$ cat src/rtl/sgw_pkg.sv
package sgw_pkg;

   typedef enum logic [1:0] {
      SG_IDLE  = 2'd0,
      SG_FETCH = 2'd1,
      SG_ISSUE = 2'd2
   } sg_state_e;

   // register byte offsets that software decodes
   localparam int OFS_PTR = 'h04;
   localparam int OFS_EN  = 'h14;
   localparam int OFS_ROW = 'h30;

   // descriptor geometry
   localparam int DESC_BYTES = 8;
   localparam int DESC_W     = 64;
   localparam int LEN_W      = 16;
   localparam int LEN_LSB    = 16;
   localparam int ADR_LSB    = 32;

   // flag bit positions in byte 0
   localparam int FLG_VALID = 0;
   localparam int FLG_LAST  = 1;
   localparam int FLG_XFER  = 5;

endpackage

$ cat src/rtl/sgw_regs.sv
module sgw_regs
   import sgw_pkg::*;
#(
   parameter int IS_RX  = 1,
   parameter int REG_AW = 6,
   parameter int ADDR_W = 32,
   parameter int ROW_W  = 16
) (
   input  logic              clk,
   input  logic              rst_n,
   input  logic              reg_wr,
   input  logic [REG_AW-1:0] reg_addr,
   input  logic [31:0]       reg_wdata,
   input  logic              busy,
   output logic              start,
   output logic              stop,
   output logic [ADDR_W-1:0] start_ptr,
   output logic [ROW_W-1:0]  row_bytes
);

   localparam logic [REG_AW-1:0] A_PTR = REG_AW'(OFS_PTR);
   localparam logic [REG_AW-1:0] A_EN  = REG_AW'(OFS_EN);
   localparam logic [REG_AW-1:0] A_ROW = REG_AW'(OFS_ROW);

   logic hit_ptr, hit_en;
   assign hit_ptr = reg_wr && (reg_addr == A_PTR);
   assign hit_en  = reg_wr && (reg_addr == A_EN);

   generate
      if (IS_RX != 0) begin : g_rx
         logic [ADDR_W-1:0] ptr_q;
         logic [ROW_W-1:0]  row_q;

         always_ff @(posedge clk) begin
            if (!rst_n) begin
               ptr_q <= '0;
               row_q <= '0;
            end else begin
               if (hit_ptr && !busy) ptr_q <= reg_wdata[ADDR_W-1:0];
               if (reg_wr && (reg_addr == A_ROW)) row_q <= reg_wdata[ROW_W-1:0];
            end
         end

         assign start     = hit_en && reg_wdata[0] && !busy;
         assign stop      = hit_en && !reg_wdata[0] && busy;
         assign start_ptr = ptr_q;
         assign row_bytes = row_q;
      end else begin : g_tx
         assign start     = hit_ptr && !busy;
         assign stop      = 1'b0;
         assign start_ptr = reg_wdata[ADDR_W-1:0];
         assign row_bytes = '0;
      end
   endgenerate

endmodule

$ cat src/rtl/sgw_walker.sv
module sgw_walker
   import sgw_pkg::*;
#(
   parameter int ADDR_W      = 32,
   parameter int ALIGN_BYTES = 4
) (
   input  logic              clk,
   input  logic              rst_n,
   input  logic              start,
   input  logic              stop,
   input  logic [ADDR_W-1:0] start_ptr,
   output logic              mem_req,
   output logic [ADDR_W-1:0] mem_addr,
   input  logic              mem_valid,
   input  logic [DESC_W-1:0] mem_rdata,
   output logic              xfer_req,
   output logic [ADDR_W-1:0] xfer_addr,
   output logic [LEN_W-1:0]  xfer_len,
   input  logic              xfer_ack,
   output logic              done,
   output logic              err,
   output logic              busy
);

   localparam int AL_W = $clog2(ALIGN_BYTES);
   localparam logic [ADDR_W-1:0] STEP = ADDR_W'(DESC_BYTES);

   sg_state_e         state;
   logic [ADDR_W-1:0] fa_q, xa_q;
   logic [LEN_W-1:0]  xl_q;
   logic              last_q, done_q, err_q;

   logic [7:0]        d_flags;
   logic [LEN_W-1:0]  d_len;
   logic [ADDR_W-1:0] d_addr;
   logic              d_bad;

   assign d_flags = mem_rdata[7:0];
   assign d_len   = mem_rdata[LEN_LSB +: LEN_W];
   assign d_addr  = mem_rdata[ADR_LSB +: ADDR_W];
   assign d_bad   = !d_flags[FLG_VALID] || (d_len[AL_W-1:0] != '0);

   always_ff @(posedge clk) begin
      if (!rst_n) begin
         state  <= SG_IDLE;
         fa_q   <= '0;
         xa_q   <= '0;
         xl_q   <= '0;
         last_q <= 1'b0;
         done_q <= 1'b0;
         err_q  <= 1'b0;
      end else begin
         done_q <= 1'b0;
         unique case (state)
            SG_IDLE: begin
               if (start) begin
                  state <= SG_FETCH;
                  fa_q  <= start_ptr;
                  err_q <= 1'b0;
               end
            end
            SG_FETCH: begin
               if (stop) begin
                  state <= SG_IDLE;
               end else if (mem_valid) begin
                  if (d_bad) begin
                     err_q <= 1'b1;
                     state <= SG_IDLE;
                  end else if (d_flags[FLG_XFER]) begin
                     xa_q   <= d_addr;
                     xl_q   <= d_len;
                     last_q <= d_flags[FLG_LAST];
                     state  <= SG_ISSUE;
                  end else if (d_flags[FLG_LAST]) begin
                     done_q <= 1'b1;
                     state  <= SG_IDLE;
                  end else begin
                     fa_q <= fa_q + STEP;
                  end
               end
            end
            SG_ISSUE: begin
               if (stop) begin
                  state <= SG_IDLE;
               end else if (xfer_ack) begin
                  if (last_q) begin
                     done_q <= 1'b1;
                     state  <= SG_IDLE;
                  end else begin
                     fa_q  <= fa_q + STEP;
                     state <= SG_FETCH;
                  end
               end
            end
            default: state <= SG_IDLE;
         endcase
      end
   end

   assign mem_req   = (state == SG_FETCH);
   assign mem_addr  = fa_q;
   assign xfer_req  = (state == SG_ISSUE);
   assign xfer_addr = xa_q;
   assign xfer_len  = xl_q;
   assign done      = done_q;
   assign err       = err_q;
   assign busy      = (state != SG_IDLE);

endmodule

$ cat src/rtl/sgw_channel.sv
module sgw_channel
   import sgw_pkg::*;
#(
   parameter int IS_RX       = 1,
   parameter int REG_AW      = 6,
   parameter int ADDR_W      = 32,
   parameter int ROW_W       = 16,
   parameter int ALIGN_BYTES = 4
) (
   input  logic              clk,
   input  logic              rst_n,
   input  logic              reg_wr,
   input  logic [REG_AW-1:0] reg_addr,
   input  logic [31:0]       reg_wdata,
   output logic              mem_req,
   output logic [ADDR_W-1:0] mem_addr,
   input  logic              mem_valid,
   input  logic [63:0]       mem_rdata,
   output logic              xfer_req,
   output logic [ADDR_W-1:0] xfer_addr,
   output logic [15:0]       xfer_len,
   input  logic              xfer_ack,
   output logic              done,
   output logic              err,
   output logic              busy,
   output logic [ROW_W-1:0]  row_bytes
);

   generate
      if (REG_AW < 6 || REG_AW > 16) begin : g_bad_aw
         $error("sgw_channel: REG_AW must lie in 6..16");
      end
      if (ADDR_W < 8 || ADDR_W > 32) begin : g_bad_addr
         $error("sgw_channel: ADDR_W must lie in 8..32");
      end
      if (ROW_W < 1 || ROW_W > 32) begin : g_bad_row
         $error("sgw_channel: ROW_W must lie in 1..32");
      end
      if (ALIGN_BYTES < 2 || (ALIGN_BYTES & (ALIGN_BYTES - 1)) != 0) begin : g_bad_al
         $error("sgw_channel: ALIGN_BYTES must be a power of two of at least 2");
      end
   endgenerate

   logic              start, stop;
   logic [ADDR_W-1:0] start_ptr;

   sgw_regs #(
      .IS_RX (IS_RX),
      .REG_AW(REG_AW),
      .ADDR_W(ADDR_W),
      .ROW_W (ROW_W)
   ) u_regs (
      .clk      (clk),
      .rst_n    (rst_n),
      .reg_wr   (reg_wr),
      .reg_addr (reg_addr),
      .reg_wdata(reg_wdata),
      .busy     (busy),
      .start    (start),
      .stop     (stop),
      .start_ptr(start_ptr),
      .row_bytes(row_bytes)
   );

   sgw_walker #(
      .ADDR_W     (ADDR_W),
      .ALIGN_BYTES(ALIGN_BYTES)
   ) u_walk (
      .clk      (clk),
      .rst_n    (rst_n),
      .start    (start),
      .stop     (stop),
      .start_ptr(start_ptr),
      .mem_req  (mem_req),
      .mem_addr (mem_addr),
      .mem_valid(mem_valid),
      .mem_rdata(mem_rdata),
      .xfer_req (xfer_req),
      .xfer_addr(xfer_addr),
      .xfer_len (xfer_len),
      .xfer_ack (xfer_ack),
      .done     (done),
      .err      (err),
      .busy     (busy)
   );

endmodule

$ cat config.mk
export PLATFORM = sky130hd
export DESIGN_NAME = sgw_channel
export DESIGN_NICKNAME = d
export VERILOG_FILES = /design/src/rtl/sgw_pkg.sv /design/src/rtl/sgw_regs.sv /design/src/rtl/sgw_walker.sv /design/src/rtl/sgw_channel.sv
export SDC_FILE = /design/constraint.sdc
export NUM_CORES = 1
export LEC_CHECK = 0
export ABC_AREA = 0
export BUFFER_PORTS_ARGS = -buffer_cell sky130_fd_sc_hd__buf_4
export CAP_MARGIN = 10
export CORE_MARGIN = 1
export CORE_UTILIZATION = 46
export CTS_CLUSTER_SIZE = 40
export DETAILED_ROUTE_END_ITERATION = 6
export PLACE_DENSITY = 0.73
export SYNTH_ARGS = -nofsm -noshare
export SYNTH_HDL_FRONTEND = slang
export SYNTH_SLANG_ARGS = --single-unit
$ cat constraint.sdc
create_clock -name clk -period 2.3 [get_ports clk]
set_input_delay 0.115 -clock clk [delete_from_list [all_inputs] [get_ports clk]]
set_output_delay 0.115 -clock clk [all_outputs]
set_load 0.01 [all_outputs]
### After elaboration in Yosys (flattened, before gate mapping)

Cells that the tools add are included.

* register bits after elaboration: 133
* output and inout bits: 101

* add/sub/neg operators: 1
* equal/unequal tests: 18
* multiplexer cells: 34
* bitwise gates (word level): 2
* reduce and logical (&&, ||, !) cells: 21

Operators with widths (number)
* 2-to-1 mux 32 bit: 9
* one-hot mux 32 bit (3 select lines): 1
* adder 32 x 4 -> 32 bit (second input constant): 1
* 2-to-1 mux 2 bit: 8
* != test 2 bit (second input constant): 7
* 2-to-1 mux 1 bit: 13
* AND reduction 10 bit: 1
* AND reduction 5 bit: 2
* logical AND 1 bit: 8
* equality test 6 x 3 -> 1 bit (second input constant): 1
* equality test 6 x 5 -> 1 bit (second input constant): 1
* equality test 6 bit (second input constant): 1
* != test 2 x 1 -> 1 bit (second input constant): 3
* != test 3 x 1 -> 1 bit (second input constant): 2
* one-hot mux 2 bit (3 select lines): 1
* nonzero test 2 bit: 3
* != test 5 x 1 -> 1 bit (second input constant): 1
* one-hot mux 1 bit (2 select lines): 2
* AND reduction 4 bit: 1
* zero test 1 bit: 3
* nonzero test 3 bit: 1
* equality test 2 x 1 -> 1 bit (second input constant): 1
* equality test 2 bit (second input constant): 1
* zero test 2 bit: 1
* 2 further kinds: 3

### Depth between registers and ports, before layout

* depth in word-level cells: 7
* depth in mapped cells: 9

### Cells and area by module

From an unflattened synthesis, not the netlist that was laid out.

* cells, all modules: 723
* area total of the unflattened synthesis: 6102.1 µm²

Modules (own cells, without submodules)
* sgw_walker: times used 1, cells an instance 525, area an instance 4195.3 µm², seq. area each 1701.6 µm²
* sgw_regs: times used 1, cells an instance 198, area an instance 1906.8 µm², seq. area each 960.9 µm²

### Worst setup path before layout

No wires, ideal clock.

* kind: register to register
* start point: reg u_walk.fa_q[3], in the netlist u_walk.mem_addr[3]
* end point: reg u_walk.fa_q[29], in the netlist u_walk.mem_addr[29]
* setup time: 0.130 ns
* arrival time: 2.095 ns
* data required time: 2.170 ns
* slack: 0.074 ns
* stages on the path, launching flop included: 8
* cells stage by stage: dfxtp_1 ha_1 nand3_1 or4_1 buf_2 o41a_1 o311ai_2 o31ai_1

* cells in the longest elaborated chain, start to end: 7

Ends and longest elaborated chain
* start: declaration: RTL line sgw_walker.sv:29 `logic [ADDR_W-1:0] fa_q, xa_q;`
* start signal: assignment: RTL line sgw_walker.sv:58 `fa_q <= start_ptr;`
* start signal: assignment: RTL line sgw_walker.sv:78 `fa_q <= fa_q + STEP;`
* start signal: assignment: RTL line sgw_walker.sv:90 `fa_q <= fa_q + STEP;`
* adder 32 x 4 -> 32 bit (*): RTL line sgw_walker.sv:78, sgw_walker.sv:90
* 2-to-1 mux 32 bit: RTL line sgw_walker.sv:74 `end else if (d_flags[FLG_LAST]) begin`
* 2-to-1 mux 32 bit: RTL line sgw_walker.sv:69 `end else if (d_flags[FLG_XFER]) begin`
* 2-to-1 mux 32 bit: RTL line sgw_walker.sv:66 `if (d_bad) begin`
* 2-to-1 mux 32 bit: RTL line sgw_walker.sv:65 `end else if (mem_valid) begin`
* 2-to-1 mux 32 bit: RTL line sgw_walker.sv:63 `if (stop) begin`
* one-hot mux 32 bit (3 select lines) (*): RTL line sgw_walker.sv:54 `unique case (state)`

Mark *: on every way between the ends. The rest lies on a longest branch, timed or not. The select of a mux whose other input is x is not followed.
A chain may end at the register's enable or synchronous reset.

### Worst setup path after layout

* start point: reg u_walk.state[1]
* end point: reg u_walk.fa_q[26], in the netlist u_walk.mem_addr[26]

* cells in the longest elaborated chain, start to end: 5

Ends and longest elaborated chain
* start: declaration: RTL line sgw_walker.sv:28 `sg_state_e state;`
* start signal: assignment: RTL line sgw_walker.sv:45 `state <= SG_IDLE;`
* start signal: assignment: RTL line sgw_walker.sv:57 `state <= SG_FETCH;`
* start signal: assignment: RTL line sgw_walker.sv:64 `state <= SG_IDLE;`
* nonzero test 2 bit: RTL line sgw_walker.sv:107 `assign busy = (state != SG_IDLE);`
* zero test 1 bit: RTL line sgw_regs.sv:44 `assign start = hit_en && reg_wdata[0] && !busy;`
* logical AND 1 bit: RTL line sgw_regs.sv:44
* != test 2 bit (no line)
* AND reduction 10 bit (no line)

Several ways; a longest one is shown, not always the timed one.

==> impl_metrics.json <==
{
  "min_path_cells": 4,
  "critPathLaunchType": "flop",
  "synth_nets": 841,
  "synthFlopType": "dfxtp_1",
  "r2r_setup_slack_ns": 0.14,
  "setup_tns_ns": 0,
  "synthXorXnorAreaFrac_pct": 0,
  "reg2regPathDepth": 7,
  "synth_edf_count": 0,
  "viasPerCell": 5.50,
  "critPathArrivalTime_ns": 2.44,
  "cts.sinks": 133,
  "fmax_mhz": 463,
  "cts_tree": "yes",
  "grt_overflow": 0,
  "numPortBuffers": 194,
  "syn_inst": 729,
  "yosys_warnings": 0,
  "detail-route-antenna-nets": 0,
  "skew_ns": 0.00524,
  "synth_area_leaders": "dfxtp_1, nand2_1, a21oi_1",
  "clk_pin_slew_worst_paths_ns": 0.06,
  "track_usage_pct": 29.5,
  "drv_slew": 0,
  "cp_num_buf_inv": 2,
  "placed_cells": 1074,
  "antenna_found_initial": 0,
  "synth_adder_area_share_pct": 1.06,
  "irDropWorstVdd_mv": 0.496,
  "rows": 41,
  "maxCapViolCount": 0,
  "insertion_delay_ns": 0.42,
  "initial_core_util_pct": 47.0,
  "placed_area_sq_um": 7640,
  "post-synth-top-count-cell": "nand2_1",
  "drtPass1Iterations": 5,
  "worstMarginPinSlew_ns": 0.690,
  "synth_top_family_by_area": "simple AND/OR/NAND/NOR gates",
  "crit_slowest_cell": "a2111o_1",
  "status": "finished, final reports clean",
  "core_sq_um": 12600,
  "synth.distinct_cells": 63,
  "die_h_microns": 115,
  "fin_crit_ns": 2.16,
  "routedWlPerCell_microns": 16.8,
  "yosysTopAreaCell": "dfxtp_1",
  "die-area_sq_um": 13300,
  "max_slew_margin_pct": 54.0,
  "layout-drive-gt1-share_pct": 27.5,
  "htreeDepth": 4,
  "synth-compound-area-share_pct": 20.6,
  "r2r_start": "u_walk.state[1]$_SDFFE_PN0P_",
  "hold_violations": 0,
  "cts_setup_buffers": 0,
  "total_power_mw": 5.75,
  "timing.rr.end": "u_walk.mem_addr[26]$_SDFFE_PN0P_",
  "finalSetupViolCount": 0,
  "yosys.area_share.simple_pct": 25.0,
  "path_cells": "inv_1, ha_1, nor2b_1, a2111o_1, buf_4, o311ai_2, o31ai_1",
  "synthTopCellsByCount": "nand2_1, dfxtp_1, a21oi_1, clkbuf_1, nor2_1",
  "io_pins": 208,
  "max_stage_delay_ns": 0.46,
  "ys_seq_elements": 133,
  "grt_start_max_net_pins": 66,
  "gp_congestion": 0.861,
  "synth_top_cell_area_share_pct": 45.1,
  "drt-total-wl_microns": 19900,
  "crit_family": "compound AO/OA/AOI/OAI gates",
  "final_cells": 1187,
  "ys_seq_area_share_pct": 45.1,
  "drc": 0,
  "grt_pass1_vias": 6278,
  "drt-initial-drc-count": 541,
  "hp-class": "input pin to flop",
  "cts_buffers": 17,
  "end_kind": "flop",
  "worstSetupPathType": "flop to flop",
  "power.leakage_nw": 3.55,
  "worstHoldStart": "xfer_ack",
  "async_reset_ff_share_pct": 0,
  "nNetsFinal": 1114,
  "hold_end": "u_walk.done$_SDFF_PN0_",
  "syn2layout_area_growth_pct": 54.2,
  "cp.required_ns": 2.57,
  "powerDensity_nw_per_um2": 632,
  "grt_first_pass_wirelength_microns": 30600,
  "clk_root_buffer_cell": "clkbuf_16",
  "cp-startpoint": "u_walk.state[1]$_SDFFE_PN0P_",
  "syn_avg_cell_area_sq_um": 8.10,
  "min_period_over_period_pct": 94.0,
  "synthMuxAreaShare_pct": 3.56,
  "floorplan.die.width_microns": 115,
  "rsz0062_at_grt": "yes",
  "place_hpwl_microns": 12200,
  "routed-via-count": 6529,
  "syn_area_sq_um": 5900,
  "num_antenna_cells": 0,
  "cp_max_fo": 21,
  "final_cell_area_sq_um": 9100,
  "clockBufferDepth": 2
}
routing by layer:
metal	share of wire, %	GRT usage (%)	wire length (microns)
met5	0	0	0
met4	3.1	14.8	609
met3	7.4	6.64	1470
met2	49	51.4	9760
met1	41	34.1	8060
what timing repair did:
item	CTS	global route
setup endpoints to repair	0	32
hold buffers	81	0
resized for setup	0	7
endpoints found under the hold margin	97	0
worst max path at each step:
stage                     cells past startpoint                           endpoint
after floorplan                               7   u_walk.mem_addr[29]$_SDFFE_PN0P_
after global placement                        6   u_walk.mem_addr[28]$_SDFFE_PN0P_
after detailed placement                      6  u_walk.xfer_addr[27]$_SDFFE_PN0P_
after CTS                                     8   u_walk.mem_addr[26]$_SDFFE_PN0P_
after global routing                          8   u_walk.mem_addr[26]$_SDFFE_PN0P_
final                                         7   u_walk.mem_addr[26]$_SDFFE_PN0P_
cells in the final DEF (no fill, tap or decap), types with 8 or more instances in the layout:
cell type,synthesis,final
nor2b_1,12,12
a31oi_1,14,14
o31ai_1,14,14
a211oi_1,8,8
nor2_1,33,33
buf_4,1,223
inv_1,11,11
nand3_1,10,9
o32ai_1,8,8
dlygate4sd3_1,0,81
dfxtp_1,133,133
nand2_1,194,194
nor3_1,12,11
clkbuf_16,0,17
mux2i_1,21,21
a21oi_1,97,97
area by class of cell:
cell class | instances | area [sq um]
timing repair buffer | 307 | 2540
tap | 172 | 215
inverter | 12 | 47.5
sequential | 133 | 2660
clock buffer | 25 | 515
clock inverter | 7 | 92.6
multi-input combinational | 531 | 3020
fill | 916 | 3470
logic make-up (layout without fill, tap and decap cells):
kind of cell / after synthesis / after routing
buffers and inverters: 65 / 351
multiplexers: 21 / 21
flip-flops: 133 / 133
AND/OR/NAND/NOR: 316 / 316
adder cells (fa/ha/maj): 5 / 5
AO/OA/AOI/OAI: 189 / 189
per-stage QoR:
| stage | util (%) | hold slack [ns] | setup WS, ns |
|---|---|---|---|
| finish | 72.4 | 0.115 | 0.139 |
| CTS | 72.1 | 0.0981 | 0.0746 |
| detailed placement | 60.8 | 0.371 | 0.108 |
| global route | 72.4 | 0.121 | 0.00812 |
| floorplan | - | 0.251 | 0.0741 |
| global placement | 60.8 | 0.362 | 0.162 |
state kept, by name, indices dropped and copies added, names as in the netlist:
signal and cells:
u_walk.err 1, u_walk.mem_addr 32, u_walk.xfer_len 16, u_walk.done 1, u_walk.last_q 1, u_walk.state 2, u_regs.start_ptr 32, u_regs.row_bytes 16
u_walk.xfer_addr 32
power by group:
| group | internal [mW] | switching [mW] | total [mW] |
|---|---|---|---|
| Combinational | 0.326 | 0.334 | 0.660 |
| Clock | 1.77 | 1.00 | 2.77 |
| Sequential | 2.32 | 0.00970 | 2.33 |
worst register-to-register path: cells and delay by family (launching register included):
family / cells / cell delay [ns]
compound gates: 3 / 0.94
flops: 1 / 0.37
buf+inv: 2 / 0.33
fa+ha+maj: 1 / 0.21
simple gates: 1 / 0.17
Power figures use the tool's default switching activity.
